<file path="src/rtl/sd_walk_pkg.sv">
package sd_walk_pkg;

  // Address split and descriptor geometry
  localparam int SDW_ADDR_W   = 32;
  localparam int SDW_L1_IDX_W = 12;
  localparam int SDW_L2_IDX_W = 8;
  localparam int SDW_PAGE_W   = 12;
  localparam int SDW_WORD_LG  = 2;
  localparam int SDW_CONT_LG  = 4;

  // Derived bit positions
  localparam int SDW_SECT_SH  = SDW_L2_IDX_W + SDW_PAGE_W;
  localparam int SDW_L1_LSB   = SDW_SECT_SH;
  localparam int SDW_L2_LSB   = SDW_PAGE_W;
  localparam int SDW_TTB_LSB  = SDW_L1_IDX_W + SDW_WORD_LG;
  localparam int SDW_TBL_LSB  = SDW_L2_IDX_W + SDW_WORD_LG;

  // Descriptor flag positions
  localparam int SDW_SUPER_BIT = 18;
  localparam int SDW_L1_RO_BIT = 15;
  localparam int SDW_L2_RO_BIT = 9;

  typedef enum logic [1:0] {
    FLT_NONE    = 2'd0,
    FLT_XLAT_L1 = 2'd1,
    FLT_XLAT_L2 = 2'd2,
    FLT_PERM    = 2'd3
  } flt_e;

  typedef enum logic [1:0] {
    WS_IDLE = 2'd0,
    WS_L1   = 2'd1,
    WS_L2   = 2'd2
  } wstate_e;

  typedef struct packed {
    logic                  descend;
    flt_e                  fault;
    logic [SDW_ADDR_W-1:0] pa;
  } step_res_t;

endpackage

</file>
<file path="src/rtl/sd_entry_addr.sv">
module sd_entry_addr
  import sd_walk_pkg::*;
#(
  parameter int IDX_LSB  = SDW_L1_LSB,
  parameter int IDX_W    = SDW_L1_IDX_W,
  parameter int BASE_LSB = SDW_TTB_LSB
) (
  input  logic [SDW_ADDR_W-1:0] base,
  input  logic [SDW_ADDR_W-1:0] va,
  output logic [SDW_ADDR_W-1:0] entry
);

  localparam logic [SDW_ADDR_W-1:0] ONE       = SDW_ADDR_W'(1);
  localparam logic [SDW_ADDR_W-1:0] BASE_MASK = ~((ONE << BASE_LSB) - ONE);
  localparam logic [SDW_ADDR_W-1:0] IDX_MASK  = (ONE << IDX_W) - ONE;

  logic [SDW_ADDR_W-1:0] idx;

  always_comb begin
    idx   = (va >> IDX_LSB) & IDX_MASK;
    entry = (base & BASE_MASK) | (idx << SDW_WORD_LG);
  end

endmodule

</file>
<file path="src/rtl/sd_l1_step.sv">
module sd_l1_step
  import sd_walk_pkg::*;
#(
  parameter int SECT_SH   = SDW_SECT_SH,
  parameter int CONT_LG   = SDW_CONT_LG,
  parameter int SUPER_BIT = SDW_SUPER_BIT,
  parameter int RO_BIT    = SDW_L1_RO_BIT
) (
  input  logic [SDW_ADDR_W-1:0] desc,
  input  logic [SDW_ADDR_W-1:0] va,
  input  logic                  is_write,
  output step_res_t             res
);

  localparam int SUPER_SH = SECT_SH + CONT_LG;
  localparam logic [SDW_ADDR_W-1:0] SECT_MASK  = {SDW_ADDR_W{1'b1}} << SECT_SH;
  localparam logic [SDW_ADDR_W-1:0] SUPER_MASK = {SDW_ADDR_W{1'b1}} << SUPER_SH;

  logic [SDW_ADDR_W-1:0] mask;

  always_comb begin
    mask = desc[SUPER_BIT] ? SUPER_MASK : SECT_MASK;
    res  = '0;
    if (desc[1:0] == 2'b00) begin
      res.fault = FLT_XLAT_L1;
    end else if (desc[0]) begin
      res.descend = 1'b1;
    end else if (is_write && desc[RO_BIT]) begin
      res.fault = FLT_PERM;
    end else begin
      res.pa = (desc & mask) | (va & ~mask);
    end
  end

endmodule

</file>
<file path="src/rtl/sd_l2_step.sv">
module sd_l2_step
  import sd_walk_pkg::*;
#(
  parameter int PAGE_SH = SDW_PAGE_W,
  parameter int CONT_LG = SDW_CONT_LG,
  parameter int RO_BIT  = SDW_L2_RO_BIT
) (
  input  logic [SDW_ADDR_W-1:0] desc,
  input  logic [SDW_ADDR_W-1:0] va,
  input  logic                  is_write,
  output step_res_t             res
);

  localparam int LARGE_SH = PAGE_SH + CONT_LG;
  localparam logic [SDW_ADDR_W-1:0] SMALL_MASK = {SDW_ADDR_W{1'b1}} << PAGE_SH;
  localparam logic [SDW_ADDR_W-1:0] LARGE_MASK = {SDW_ADDR_W{1'b1}} << LARGE_SH;

  logic [SDW_ADDR_W-1:0] mask;

  always_comb begin
    mask = desc[1] ? SMALL_MASK : LARGE_MASK;
    res  = '0;
    if (desc[1:0] == 2'b00) begin
      res.fault = FLT_XLAT_L2;
    end else if (is_write && desc[RO_BIT]) begin
      res.fault = FLT_PERM;
    end else begin
      res.pa = (desc & mask) | (va & ~mask);
    end
  end

endmodule

</file>
<file path="src/rtl/sd_walker.sv">
module sd_walker
  import sd_walk_pkg::*;
(
  input  logic                  clk,
  input  logic                  rst,
  input  logic                  req_valid,
  input  logic                  req_write,
  input  logic [SDW_ADDR_W-1:0] req_addr,
  input  logic [SDW_ADDR_W-1:0] ttb_base,
  output logic                  req_ready,
  output logic                  mem_rd_req,
  output logic [SDW_ADDR_W-1:0] mem_rd_addr,
  input  logic                  mem_rd_valid,
  input  logic [SDW_ADDR_W-1:0] mem_rd_data,
  output logic                  done,
  output logic [SDW_ADDR_W-1:0] phys_addr,
  output logic [1:0]            fault_code
);

  wstate_e               state_q;
  logic [SDW_ADDR_W-1:0] va_q;
  logic                  wr_q;
  logic                  rd_req_q;
  logic [SDW_ADDR_W-1:0] rd_addr_q;
  logic                  done_q;
  logic [SDW_ADDR_W-1:0] pa_q;
  flt_e                  flt_q;

  logic [SDW_ADDR_W-1:0] l1_entry;
  logic [SDW_ADDR_W-1:0] l2_entry;
  step_res_t             l1_res;
  step_res_t             l2_res;

  // First-level entry address from the incoming request
  sd_entry_addr #(
    .IDX_LSB (SDW_L1_LSB),
    .IDX_W   (SDW_L1_IDX_W),
    .BASE_LSB(SDW_TTB_LSB)
  ) u_l1_addr (
    .base (ttb_base),
    .va   (req_addr),
    .entry(l1_entry)
  );

  // Second-level entry address from the returned table pointer
  sd_entry_addr #(
    .IDX_LSB (SDW_L2_LSB),
    .IDX_W   (SDW_L2_IDX_W),
    .BASE_LSB(SDW_TBL_LSB)
  ) u_l2_addr (
    .base (mem_rd_data),
    .va   (va_q),
    .entry(l2_entry)
  );

  sd_l1_step u_l1_step (
    .desc    (mem_rd_data),
    .va      (va_q),
    .is_write(wr_q),
    .res     (l1_res)
  );

  sd_l2_step u_l2_step (
    .desc    (mem_rd_data),
    .va      (va_q),
    .is_write(wr_q),
    .res     (l2_res)
  );

  always_ff @(posedge clk) begin
    if (rst) begin
      state_q   <= WS_IDLE;
      va_q      <= '0;
      wr_q      <= 1'b0;
      rd_req_q  <= 1'b0;
      rd_addr_q <= '0;
      done_q    <= 1'b0;
      pa_q      <= '0;
      flt_q     <= FLT_NONE;
    end else begin
      done_q <= 1'b0;
      unique case (state_q)
        WS_IDLE: begin
          if (req_valid) begin
            va_q      <= req_addr;
            wr_q      <= req_write;
            rd_addr_q <= l1_entry;
            rd_req_q  <= 1'b1;
            state_q   <= WS_L1;
          end
        end
        WS_L1: begin
          if (mem_rd_valid) begin
            if (l1_res.descend) begin
              rd_addr_q <= l2_entry;
              state_q   <= WS_L2;
            end else begin
              rd_req_q <= 1'b0;
              done_q   <= 1'b1;
              pa_q     <= l1_res.pa;
              flt_q    <= l1_res.fault;
              state_q  <= WS_IDLE;
            end
          end
        end
        WS_L2: begin
          if (mem_rd_valid) begin
            rd_req_q <= 1'b0;
            done_q   <= 1'b1;
            pa_q     <= l2_res.pa;
            flt_q    <= l2_res.fault;
            state_q  <= WS_IDLE;
          end
        end
        default: begin
          rd_req_q <= 1'b0;
          state_q  <= WS_IDLE;
        end
      endcase
    end
  end

  assign req_ready   = (state_q == WS_IDLE);
  assign mem_rd_req  = rd_req_q;
  assign mem_rd_addr = rd_addr_q;
  assign done        = done_q;
  assign phys_addr   = pa_q;
  assign fault_code  = flt_q;

endmodule

</file>
<file path="config.mk">
export PLATFORM = sky130hd
export DESIGN_NAME = sd_walker
export DESIGN_NICKNAME = d
export VERILOG_FILES = /design/src/rtl/sd_walk_pkg.sv /design/src/rtl/sd_entry_addr.sv /design/src/rtl/sd_l1_step.sv /design/src/rtl/sd_l2_step.sv /design/src/rtl/sd_walker.sv
export SDC_FILE = /design/constraint.sdc
export NUM_CORES = 1
export LEC_CHECK = 0
export BUFFER_PORTS_ARGS = -buffer_cell sky130_fd_sc_hd__buf_2
export CAP_MARGIN = 25
export CORE_MARGIN = 2
export CORE_UTILIZATION = 58
export CTS_CLUSTER_DIAMETER = 60
export DETAILED_ROUTE_END_ITERATION = 8
export PLACE_DENSITY_LB_ADDON = 0.1
export SKIP_CTS_REPAIR_TIMING = 1
export SLEW_MARGIN = 20
export SYNTH_ARGS = -nofsm -noshare
export SYNTH_HDL_FRONTEND = slang
export SYNTH_HIERARCHICAL = 1
export SYNTH_SLANG_ARGS = --single-unit
</file>
<file path="constraint.sdc">
create_clock -name clk -period 5.3 [get_ports clk]
set_input_delay 0.265 -clock clk [delete_from_list [all_inputs] [get_ports clk]]
set_output_delay 0.265 -clock clk [all_outputs]
set_load 0.02 [all_outputs]
</file>
==> impl_metrics.json <==
{
  "crit_type": "reg -> reg",
  "via_count": 4679,
  "leakage_nw": 2.438,
  "internal_power_mw": 1.386,
  "final_hold_viol_count": 0,
  "diodes": 0,
  "critPathMaxFanout": 33,
  "status": "complete, no violations",
  "skew_ps": 8.565,
  "netlist_area_um2": 6117,
  "syn_to_final_growth_pct": 3.150,
  "post-route-min-period_ps": 2519,
  "worstSetupStartpointType": "flip-flop",
  "hpwl_mm": 9.870,
  "clockRootBuffer": "clkbuf_8",
  "worstPathArrival_ps": 2720,
  "dr.pass1.iters": 4,
  "maxSlewHeadroom_pct": 31.90,
  "antenna_found_initial": 0,
  "clock_sinks": 95,
  "fmaxAchievable_ghz": 0.3969,
  "netSwitchingFraction_pct": 40.28,
  "layout_setup_ws_ps": 2781,
  "finalCritPeriodShare_pct": 47.53,
  "met3_usage_pct": 4.863,
  "grt_max_degree": 59,
  "cp-end-kind": "flip-flop",
  "clk_latency_ps": 360,
  "finalSetupViolCount": 0,
  "cellPowerDensity_nw_per_um2": 367.9,
  "drc": 0,
  "htreeDepth": 3,
  "ant_nets": 0,
  "die_y_um": 106.7,
  "routedWlPerCell_um": 19.12,
  "p_comb_share_pct": 42.6,
  "clk_pin_slew_worst_paths_ps": 90,
  "drtIter0Drc": 220,
  "die_w_um": 106.7,
  "core_area_um2": 10280,
  "drive_gt1_share_pct": 42.25,
  "final.setup.tns_ps": 0,
  "gr-usage-met1_pct": 31.80,
  "place_ws_ps": 2772,
  "cts_tree": "done",
  "slowest_delay_ps": 620,
  "slew_violations": 0,
  "drt-total-wl_mm": 15.18,
  "p_seq_share_pct": 39.7,
  "clkPwrFrac_pct": 17.7,
  "row_count": 37,
  "dieArea_um2": 11380,
  "multi_input_area_um2": 3219,
  "crit_slowest_cell": "and3_4",
  "critPathRequiredTime_ps": 5500,
  "busiest_layer": "met2",
  "drv_cap": 0,
  "fill_cells": 913,
  "routed_via_density": 5.893,
  "grt_pass1_wl_mm": 24.15,
  "cts-buffers-inserted": 9,
  "grt_pass1_vias": 4708,
  "place.gp.congestion": 0.8192,
  "switchingPower_uw": 934.9,
  "grtUsageTotal_pct": 26.76,
  "peakVddDrop_mv": 0.1407,
  "io_pins": 170,
  "tightest_slew_ps": 1021,
  "path_cells": "inv_1 > ha_2 > mux2_4 > and3_4 > a211oi_2",
  "synthCells": 620,
  "overflow": 0,
  "final_cell_mix": "buf_2, dfxtp_1, mux2i_1, a211oi_2, nand2_1",
  "syn_avg_cell_area_um2": 9.866,
  "grt_use_met2_pct": 48.77,
  "cts_buffer_depth": 2,
  "io_buffers": 148,
  "final_common_cell": "buf_2",
  "rsz0062_at_grt": "false",
  "synth_warnings": 6,
  "seq_area_um2": 1902,
  "initial_utilization_pct": 59.52,
  "nNetsFinal": 761,
  "worst_hold_path_type": "in -> reg"
}
final timing paths:
check                                             start                           end  slack [ps]  cells past startpoint
worst max-delay path            state_q[1]$_SDFFE_PP0P_  mem_rd_addr[27]$_SDFFE_PP0P_        2780                      5
worst min-delay path                       req_addr[16]         va_q[16]$_SDFFE_PP0P_         130                      3
worst max register to register  state_q[1]$_SDFFE_PP0P_  mem_rd_addr[27]$_SDFFE_PP0P_        2780                      5
worst min register to register    va_q[22]$_SDFFE_PP0P_         va_q[22]$_SDFFE_PP0P_         470                      2
state kept, by name, summed over array words and instances, names as in the netlist:
signal       cells
phys_addr       32
fault_code       2
state_q          2
mem_rd_addr     32
va_q            24
wr_q             1
done             1
mem_rd_req       1
final cells by class:
cell class              count  share of cell area, %
flip-flops and latches     95                  30.14
clock inverters             2                 0.1586
clock buffers              12                  2.142
inverters                   9                 0.5354
repair buffers            157                  13.31
multi-input cells         383                  51.02
well taps                 136                  2.697
per-layer routing:
| metal | up-vias | wire length (um) |
|---|---|---|
| met1 | 2289 | 6352 |
| li1 | 2232 | - |
| met2 | 143 | 7704 |
| met4 | 0 | 231 |
| met3 | 15 | 891 |
| met5 | - | 0 |
stage by stage:
step                total power, mW  instance area, um^2  hold slack [ps]  utilization, %  instances
global route                  2.452                 6310            126.6           61.40        794
floorplan                     1.748                 6125            401.0               -        622
finish                        2.321                 6310            131.5           61.40        794
detailed placement            1.932                 6165            456.3           59.98        780
global placement              1.892                 6113            447.6           59.48        777
CTS                           2.335                 6310            118.5           61.40        794
critical path: cells and delay by family, from the launching register on:
family / cells / cell delay [ps]
multiplexers: 1 / 520
flip-flops: 1 / 360
AO/OA/AOI/OAI: 1 / 140
buffers and inverters: 1 / 120
AND/OR/NAND/NOR: 1 / 620
adder cells (fa/ha/maj): 1 / 570
power groups by stage:
stage                     combinational, mW  sequential (mW)  clock, mW
final                                 0.989            0.922      0.410
after global routing                   1.06            0.937      0.452
after CTS                             0.996            0.922      0.417
after detailed placement              0.994            0.938          0
after global placement                0.962            0.930          0
after floorplan                       0.693             1.05          0
(Power assumes the default switching activity.)
